===== config.mk =====
export PLATFORM = sky130hd
export DESIGN_NAME = lmem_return_pipe
export DESIGN_NICKNAME = d
export VERILOG_FILES = /design/src/rtl/lmr_pkg.sv /design/src/rtl/lmr_fifo.sv /design/src/rtl/lmr_timer.sv /design/src/rtl/lmr_ctr.sv /design/src/rtl/lmem_return_pipe.sv
export SDC_FILE = /design/constraint.sdc
export NUM_CORES = 2
export LEC_CHECK = 0
export CAP_MARGIN = 0
export CORE_MARGIN = 2
export CORE_UTILIZATION = 45
export DETAILED_ROUTE_END_ITERATION = 10
export PLACE_DENSITY = 0.64
export SETUP_SLACK_MARGIN = 0.2
export SYNTH_ARGS = -nofsm -noshare
export SYNTH_HDL_FRONTEND = slang
export SYNTH_SLANG_ARGS = --single-unit
export TNS_END_PERCENT = 5

===== constraint.sdc =====
create_clock -name clk -period 18.16 [get_ports clk]
set_clock_uncertainty 0.2 [all_clocks]
set_input_delay 1.816 -clock clk [delete_from_list [all_inputs] [get_ports clk]]
set_output_delay 1.816 -clock clk [all_outputs]
set_load 0.05 [all_outputs]

===== src/rtl/lmr_pkg.sv =====
package lmr_pkg;

    typedef enum logic [2:0] {
        OP_LOAD       = 3'd0,
        OP_STORE      = 3'd1,
        OP_ATOM_RET   = 3'd2,
        OP_ATOM_NORET = 3'd3,
        OP_ST_OTHER   = 3'd4
    } op_e;

    typedef enum logic {
        WB_IDLE  = 1'b0,
        WB_WRITE = 1'b1
    } wb_state_e;

    function automatic logic writes_back(input logic [2:0] op);
        return (op == OP_LOAD) || (op == OP_ATOM_RET);
    endfunction

    function automatic logic counts_read(input logic [2:0] op);
        return (op == OP_LOAD) || (op == OP_ATOM_RET) || (op == OP_ATOM_NORET);
    endfunction

    function automatic logic counts_write(input logic [2:0] op);
        return (op == OP_STORE) || (op == OP_ATOM_RET) ||
               (op == OP_ATOM_NORET) || (op == OP_ST_OTHER);
    endfunction

    // widen an element of size code esz into a 32- or 64-bit lane value
    function automatic logic [63:0] widen(input logic [63:0] raw, input logic [1:0] esz,
                                          input logic sgn, input logic wide);
        logic [63:0] v;
        unique case (esz)
            2'd0:    v = sgn ? {{56{raw[7]}},  raw[7:0]}  : {56'd0, raw[7:0]};
            2'd1:    v = sgn ? {{48{raw[15]}}, raw[15:0]} : {48'd0, raw[15:0]};
            2'd2:    v = sgn ? {{32{raw[31]}}, raw[31:0]} : {32'd0, raw[31:0]};
            default: v = raw;
        endcase
        if (!wide) v[63:32] = '0;
        return v;
    endfunction

endpackage


===== src/rtl/lmr_fifo.sv =====
module lmr_fifo #(
    parameter int WIDTH = 8,
    parameter int DEPTH = 4,
    localparam int PW   = (DEPTH > 1) ? $clog2(DEPTH) : 1,
    localparam int CW   = $clog2(DEPTH + 1)
) (
    input  logic             clk,
    input  logic             rst_n,
    input  logic             push,
    input  logic [WIDTH-1:0] din,
    input  logic             pop,
    output logic [WIDTH-1:0] dout,
    output logic             empty,
    output logic             full,
    output logic [CW-1:0]    count
);
    logic [WIDTH-1:0] mem [DEPTH];
    logic [PW-1:0]    rd_ptr, wr_ptr;
    logic             do_push, do_pop;

    assign empty   = (count == '0);
    assign full    = (count == CW'(DEPTH));
    assign do_push = push && !full;
    assign do_pop  = pop && !empty;
    assign dout    = mem[rd_ptr];

    function automatic logic [PW-1:0] bump(input logic [PW-1:0] p);
        return (p == PW'(DEPTH - 1)) ? '0 : p + 1'b1;
    endfunction

    always_ff @(posedge clk) begin
        if (!rst_n) begin
            rd_ptr <= '0;
            wr_ptr <= '0;
            count  <= '0;
        end else begin
            if (do_push) begin
                mem[wr_ptr] <= din;
                wr_ptr      <= bump(wr_ptr);
            end
            if (do_pop) rd_ptr <= bump(rd_ptr);
            if (do_push && !do_pop)      count <= count + 1'b1;
            else if (do_pop && !do_push) count <= count - 1'b1;
        end
    end
endmodule


===== src/rtl/lmr_timer.sv =====
module lmr_timer #(
    parameter int W = 4
) (
    input  logic         clk,
    input  logic         rst_n,
    input  logic         load,
    input  logic [W-1:0] val,
    output logic         idle
);
    logic [W-1:0] cnt;

    always_ff @(posedge clk) begin
        if (!rst_n)           cnt <= '0;
        else if (load)        cnt <= val;
        else if (cnt != '0)   cnt <= cnt - 1'b1;
    end

    assign idle = (cnt == '0);
endmodule


===== src/rtl/lmr_ctr.sv =====
module lmr_ctr #(
    parameter int W = 4
) (
    input  logic         clk,
    input  logic         rst_n,
    input  logic         inc,
    input  logic         dec,
    output logic [W-1:0] val
);
    always_ff @(posedge clk) begin
        if (!rst_n)                                val <= '0;
        else if (inc && !dec && (val != '1))       val <= val + 1'b1;
        else if (dec && !inc && (val != '0))       val <= val - 1'b1;
    end
endmodule


===== src/rtl/lmem_return_pipe.sv =====
module lmem_return_pipe
    import lmr_pkg::*;
#(
    parameter int LANES    = 4,
    parameter int QDEPTH   = 4,
    parameter int SLOTS    = 4,
    parameter int PIPES    = 2,
    parameter int REGS     = 16,
    parameter int NREG_MAX = 2,
    parameter int TIME_W   = 4,
    parameter int LAT_W    = 6,
    parameter int CNT_W    = 4,
    parameter int TAG_W    = 4,
    localparam int SLOT_W  = (SLOTS > 1) ? $clog2(SLOTS) : 1,
    localparam int PIPE_W  = (PIPES > 1) ? $clog2(PIPES) : 1,
    localparam int REG_W   = (REGS > 1) ? $clog2(REGS) : 1,
    localparam int NREG_W  = $clog2(NREG_MAX + 1),
    localparam int DATA_W  = NREG_MAX * LANES * 64,
    localparam int CYC_W   = LAT_W + 1,
    localparam int QC_W    = $clog2(QDEPTH + 1)
) (
    input  logic                    clk,
    input  logic                    rst_n,
    input  logic                    coissue_en,
    input  logic                    iss_push,
    input  logic [2:0]              iss_op,
    input  logic [SLOT_W-1:0]       iss_slot,
    input  logic [TAG_W-1:0]        iss_tag,
    output logic                    iss_full,
    output logic                    lds_req_valid,
    output logic [2:0]              lds_req_op,
    output logic [SLOT_W-1:0]       lds_req_slot,
    output logic [TAG_W-1:0]        lds_req_tag,
    input  logic                    lds_accept,
    output logic                    lds_refused,
    input  logic                    rsp_push,
    input  logic [2:0]              rsp_op,
    input  logic [1:0]              rsp_esz,
    input  logic                    rsp_sgn,
    input  logic                    rsp_wide,
    input  logic [REG_W-1:0]        rsp_dst,
    input  logic [NREG_W-1:0]       rsp_nreg,
    input  logic [LANES-1:0]        rsp_mask,
    input  logic [DATA_W-1:0]       rsp_data,
    input  logic [SLOT_W-1:0]       rsp_slot,
    input  logic [PIPE_W-1:0]       rsp_pipe,
    input  logic [TIME_W-1:0]       rsp_time,
    input  logic [LAT_W-1:0]        rsp_lat,
    output logic                    rsp_full,
    input  logic                    vrf_ready,
    output logic [LANES-1:0]        rf_we,
    output logic [REG_W-1:0]        rf_addr,
    output logic                    rf_wide,
    output logic [LANES*64-1:0]     rf_wdata,
    output logic [SLOTS*CNT_W-1:0]  cnt_total,
    output logic [SLOTS*CNT_W-1:0]  cnt_rd,
    output logic [SLOTS*CNT_W-1:0]  cnt_wr
);
    typedef struct packed {
        logic [2:0]        op;
        logic [SLOT_W-1:0] slot;
        logic [TAG_W-1:0]  tag;
    } iss_t;

    typedef struct packed {
        logic [2:0]        op;
        logic [1:0]        esz;
        logic              sgn;
        logic              wide;
        logic [REG_W-1:0]  dst;
        logic [NREG_W-1:0] nreg;
        logic [LANES-1:0]  mask;
        logic [DATA_W-1:0] data;
        logic [SLOT_W-1:0] slot;
        logic [PIPE_W-1:0] pipe;
        logic [TIME_W-1:0] tval;
        logic [CYC_W-1:0]  due;
    } rsp_t;

    // ---------------- issue side ----------------
    iss_t            iq_in, iq_head;
    logic            iq_empty;
    logic [QC_W-1:0] iq_count, rq_count;
    logic            iss_take;
    rsp_t            rq_in, rq_head;
    logic            rq_empty;

    assign iq_in    = '{op: iss_op, slot: iss_slot, tag: iss_tag};
    assign iss_take = iss_push && !iss_full;

    lmr_fifo #(.WIDTH($bits(iss_t)), .DEPTH(QDEPTH)) u_issue_q (
        .clk(clk), .rst_n(rst_n), .push(iss_push), .din(iq_in), .pop(lds_req_valid),
        .dout(iq_head), .empty(iq_empty), .full(iss_full), .count(iq_count));

    assign lds_req_valid = !iq_empty && (rq_count < QC_W'(QDEPTH));
    assign lds_req_op    = iq_head.op;
    assign lds_req_slot  = iq_head.slot;
    assign lds_req_tag   = iq_head.tag;
    assign lds_refused   = lds_req_valid && !lds_accept;

    // ---------------- response side ----------------
    logic [CYC_W-1:0] cyc;

    always_ff @(posedge clk) begin
        if (!rst_n) cyc <= '0;
        else        cyc <= cyc + 1'b1;
    end

    assign rq_in = '{op: rsp_op, esz: rsp_esz, sgn: rsp_sgn, wide: rsp_wide, dst: rsp_dst,
                     nreg: rsp_nreg, mask: rsp_mask, data: rsp_data, slot: rsp_slot,
                     pipe: rsp_pipe, tval: rsp_time, due: cyc + CYC_W'(rsp_lat)};

    logic retire;

    lmr_fifo #(.WIDTH($bits(rsp_t)), .DEPTH(QDEPTH)) u_return_q (
        .clk(clk), .rst_n(rst_n), .push(rsp_push), .din(rq_in), .pop(retire),
        .dout(rq_head), .empty(rq_empty), .full(rsp_full), .count(rq_count));

    // ---------------- timers ----------------
    logic             bus_idle;
    logic [PIPES-1:0] pipe_idle;
    logic             pipe_ok, vrf_ok, due_ok;

    lmr_timer #(.W(TIME_W)) u_bus_tmr (
        .clk(clk), .rst_n(rst_n), .load(retire), .val(rq_head.tval), .idle(bus_idle));

    for (genvar p = 0; p < PIPES; p++) begin : g_pipe_tmr
        lmr_timer #(.W(TIME_W)) u_wait_tmr (
            .clk(clk), .rst_n(rst_n),
            .load(retire && !coissue_en && (rq_head.pipe == PIPE_W'(p))),
            .val(rq_head.tval), .idle(pipe_idle[p]));
    end

    // ---------------- write stage FSM ----------------
    wb_state_e         state;
    logic [NREG_W-1:0] wr_k, cap_n;
    logic [1:0]        cap_esz;
    logic              cap_sgn, cap_wide;
    logic [REG_W-1:0]  cap_dst;
    logic [LANES-1:0]  cap_mask;
    logic [DATA_W-1:0] cap_data;

    assign due_ok  = $signed(cyc - rq_head.due) >= 0;
    assign vrf_ok  = !writes_back(rq_head.op) || vrf_ready;
    assign pipe_ok = coissue_en || (int'(rq_head.pipe) >= PIPES) || pipe_idle[rq_head.pipe];
    assign retire  = !rq_empty && (state == WB_IDLE) && due_ok && vrf_ok && bus_idle && pipe_ok;

    always_ff @(posedge clk) begin
        if (!rst_n) begin
            state    <= WB_IDLE;
            wr_k     <= '0;
            cap_n    <= '0;
            cap_esz  <= '0;
            cap_sgn  <= 1'b0;
            cap_wide <= 1'b0;
            cap_dst  <= '0;
            cap_mask <= '0;
            cap_data <= '0;
        end else begin
            unique case (state)
                WB_IDLE: begin
                    if (retire && writes_back(rq_head.op) && (rq_head.nreg != '0)) begin
                        state    <= WB_WRITE;
                        wr_k     <= '0;
                        cap_n    <= (rq_head.nreg > NREG_W'(NREG_MAX)) ? NREG_W'(NREG_MAX)
                                                                       : rq_head.nreg;
                        cap_esz  <= rq_head.esz;
                        cap_sgn  <= rq_head.sgn;
                        cap_wide <= rq_head.wide;
                        cap_dst  <= rq_head.dst;
                        cap_mask <= rq_head.mask;
                        cap_data <= rq_head.data;
                    end
                end
                WB_WRITE: begin
                    if (wr_k + 1'b1 >= cap_n) state <= WB_IDLE;
                    else                      wr_k  <= wr_k + 1'b1;
                end
            endcase
        end
    end

    always_comb begin
        rf_we    = '0;
        rf_addr  = '0;
        rf_wide  = 1'b0;
        rf_wdata = '0;
        unique case (state)
            WB_IDLE: ;
            WB_WRITE: begin
                rf_we   = cap_mask;
                rf_addr = cap_dst + REG_W'(wr_k);
                rf_wide = cap_wide;
                for (int i = 0; i < LANES; i++) begin
                    rf_wdata[i*64 +: 64] =
                        widen(cap_data[(int'(wr_k) * LANES + i) * 64 +: 64], cap_esz, cap_sgn, cap_wide);
                end
            end
        endcase
    end

    // ---------------- outstanding counters ----------------
    for (genvar s = 0; s < SLOTS; s++) begin : g_slot
        logic hit_in, hit_out;
        assign hit_in  = iss_take && (iss_slot == SLOT_W'(s));
        assign hit_out = retire && (rq_head.slot == SLOT_W'(s));

        lmr_ctr #(.W(CNT_W)) u_total (.clk(clk), .rst_n(rst_n),
            .inc(hit_in), .dec(hit_out), .val(cnt_total[s*CNT_W +: CNT_W]));
        lmr_ctr #(.W(CNT_W)) u_rd (.clk(clk), .rst_n(rst_n),
            .inc(hit_in && counts_read(iss_op)), .dec(hit_out && counts_read(rq_head.op)),
            .val(cnt_rd[s*CNT_W +: CNT_W]));
        lmr_ctr #(.W(CNT_W)) u_wr (.clk(clk), .rst_n(rst_n),
            .inc(hit_in && counts_write(iss_op)), .dec(hit_out && counts_write(rq_head.op)),
            .val(cnt_wr[s*CNT_W +: CNT_W]));
    end

    // ---------------- observation points for the checker ----------------
    logic head_wb, head_tval_nz, wb_active;
    assign head_wb      = writes_back(rq_head.op);
    assign head_tval_nz = (rq_head.tval != '0);
    assign wb_active    = (state == WB_WRITE);

endmodule


==> results by group <==
Synth
  – Synth Flop Type: edfxtp_1
  – Largest family of logic cells by synthesized area: multiplexers
  – Syn_nets: 7,373
  – Cells after Synth: 6,742
  – Post-synthesis xor/xnor area fraction: 0.3212%
  – Seq/Total Area, Yosys: 72.07%
  – Yosys synthesis warning count: 0
  – Cell area after synthesis: around 0.11 mm^2
  – Mux cell area share after synthesis: 14.05%
  – Post-synth EDFFs: 2,208
  – Post-synthesis compound-gate area fraction: 4.870%
  – Post-Synth Adder-Cell Area: 0.9476%
  – Simple-Gate Fraction of Synth Area: 5.922%
  – Yosys cell types: 61
  – Asr flop ratio synth: 0%
  – Syn Area/Cell: 16.18 um^2
  – #FFs+latches synth: 2,822

Setup path
  – Arr. time, crit path: 6.82 ns
  – Element type at the critical path start: flop
  – Worst Path Required: 16.14 ns
  – Critical Path Sink Type: output port
  – CP max FO: 47
  – Setup CP Type: reg -> out

STA
  – Post-route clock period utilization: 48.63%
  – RSZ-0062 raised after global routing: false
  – Setup WS post-layout: 9.329 ns
  – Relative slew slack: -12.35%
  – Number of endpoints failing setup at the final stage: 0
  – Max-slew violation count: 80
  – Worst slew pin tran: 1.685 ns
  – Fmax: 113.2 MHz
  – Endpoints failing hold: 0
  – Crit path time final: 8.831 ns
  – Sum of negative setup slack: 0 ns

Drt
  – TritonRoute pass-1 iters: 5
  – Post-route DRC: 0
  – Post-route ant nets: 0
  – Routed WL: ~290,000 um
  – DR iter-0 viols: 4,790
  – Post-DR wirelength/cell: 25.76 um
  – Vias: 61,502
  – Vias per cell: roughly 5.6

Floorplan
  – Cell row count: 180
  – Initial Util: 45.30%
  – DIE AREA: 0.2463 mm^2
  – Core Footprint: roughly 0.24 mm^2
  – I/O pin count: 884
  – Die Wd: between 400 and 500 um
  – Die H: 496.3 um

Clock network
  – CTS Hold Buffers Added: 0
  – Skew-Pair Late Insertion Delay: 0.92 ns
  – CTS tree: built
  – H-tree depth: 5
  – Clk root buf: clkbuf_16
  – Post-CTS setup buffers: 0
  – Post-CTS Resized: 0
  – Inserted Clock Buffers: 310
  – Worst-path clk slew: 0.06 ns
  – Clock Path Buffers: 4
  – Clock Sinks: 2,822

Cells and area
  – Post-route cell area: 0.1312 mm^2
  – Share of layout cells above drive strength 1: ~14%
  – Fillers: a little under 20,000
  – Syn-to-layout area delta: 20.28%
  – Final #Nets: 8,234
  – Final core occ: between 50 and 60%

Status
  – Status: finished with violations
  – Violated checks: max-slew violations

Place
  – Post-DP HPWL: between 150,000 and 200,000 um
  – Pre-CTS setup slack: slightly above 10 ns
  – Final Wtd Congestion: 0.8250
  – Post-DP Area: 0.1211 mm^2
  – Port-buffer cells: ~880

Pwr
  – Maximum VDD drop: roughly 0.086 mV
  – Leak Pwr: slightly above 40 nW
  – Power Density: 116.4 mW/mm^2

Global routing
  – Vias in the first global route: 60,849
  – Antenna violations before repair: 152
  – Grt total ovfl: 0
  – Global-route wire length before repair: 409,500 um
  – GRT Total Usage: 22.61%
  – Largest net degree at the start of global routing: 186

Run
  – Max cap viols: 0

Worst hold path
  – Worst min-delay path class: reg -> reg
## synth_stat cells (19+ instances only)
master    instances  area (um^2)
nor3b_1          19        142.6
nor3_1           46        230.2
buf_2            45        225.2
buf_6            23        259.0
ha_1             57        713.2
inv_1            46        172.7
o21ai_0          33        165.2
nor2_1          300         1126
mux2i_1         289         2893
clkbuf_1        322         1209
nand2_1        1108         4159
nand3_1          19        95.09
edfxtp_1       2208        66300
mux4_2          550        12390
o21a_1          226         1697
xnor2_1          27        236.5
a21oi_1         582         2913
dfxtp_1         614        12290
buf_1            27        101.4
## worst paths after layout
| check | startpoint | endpoint | slack [ns] | depth (start not counted) |
|---|---|---|---|---|
| worst max-delay path | wr_k[0] | rf_wdata[236] | 9.33 | 11 |
| worst min-delay path | cap_mask[3] | cap_mask[3] | 0.25 | 2 |
| worst max register to register | flop | cap_data[239] | 11.01 | 13 |
| worst min register to register | cap_mask[3] | cap_mask[3] | 0.25 | 2 |
## metal layers
metal / wire length [um] / part of all wire, % / up-vias / track usage (%)
met2: 137500 / 48 / 1838 / 36.21
met4: 8549 / 3.0 / 158 / 8.020
met5: 959 / 0.34 / - / 0
met3: 22970 / 8.1 / 563 / 6.767
met1: 115400 / 40 / 31583 / 29.34
li1: - / - / 27360 / -
## critical path, stage by stage (launching register included)
cell and delay [ns]:
dfxtp_4 0.78, buf_4 0.94, buf_4 0.81, mux2i_1 0.23, nor2_1 0.17, a21oi_1 0.08, nor2_1 0.11, buf_4 0.29
o21ai_0 0.21, a21oi_4 0.95, o21a_1 0.24, clkdlybuf4s50_1 0.80
## flip-flops by register name, indices dropped and copies added, names as in the netlist, 2 cells and up, named ones only
register	count
cap_data	512
cap_dst	4
cap_esz	2
cap_mask	4
cap_n	2
cyc	7
g_pipe_tmr.u_wait_tmr.cnt	8
g_slot.u_rd.val	16
g_slot.u_total.val	16
g_slot.u_wr.val	16
u_bus_tmr.cnt	4
u_issue_q.count	3
u_issue_q.mem	36
u_issue_q.rd_ptr	2
u_issue_q.wr_ptr	2
u_return_q.count	3
u_return_q.mem	2172
u_return_q.rd_ptr	2
u_return_q.wr_ptr	2
wr_k	2
## metrics by stage
stage	hold WS [ns]	instances	total power, mW
floorplan	0.2317	6742	8.871
global placement	0.2402	10476	9.238
detailed placement	0.2456	10476	9.275
CTS	0.2535	11024	15.42
global route	0.2660	11057	15.80
finish	0.2515	11076	15.27
## logic make-up after synthesis
group | count (synthesis)
simple gates | 1591
mux | 843
buf+inv | 467
xor+xnor | 40
compound gates | 906
fa+ha+maj | 73
flops | 2822
## placed cells by master, fill, tap and decap left out, types with 33 or more instances in the layout
cell type / instances
clkbuf_8: 39
o21a_1: 226
dfxtp_1: 609
nor3_1: 44
nor2_1: 299
clkinv_2: 45
edfxtp_1: 2208
clkbuf_16: 315
diode_2: 52
inv_1: 46
nand2_1: 1107
clkdlybuf4s50_1: 882
a21oi_1: 578
mux4_2: 550
clkbuf_1: 80
o21ai_0: 33
ha_1: 57
mux2i_1: 289
clkinv_1: 33
buf_4: 67
## report_power, final
group          switching (mW)  internal, mW  total, mW
clock network            2.44          3.72       6.16
registers               0.123          7.32       7.45
logic                   0.906         0.754       1.66
total                    3.47          11.8       15.3
## cell type report
type                    instances  area, um^2  area share (%)
clock inverters               114        1259          0.9596
well taps                    3185        3985           3.038
diodes                         52       130.1         0.09920
multi-input cells            3453       28600           21.80
inverters                      49       191.4          0.1459
flip-flops and latches       2822       78610           59.93
clock buffers                 434        8720           6.647
repair buffers                967        9677           7.377
Note: power is estimated with default switching activity, not from simulation.
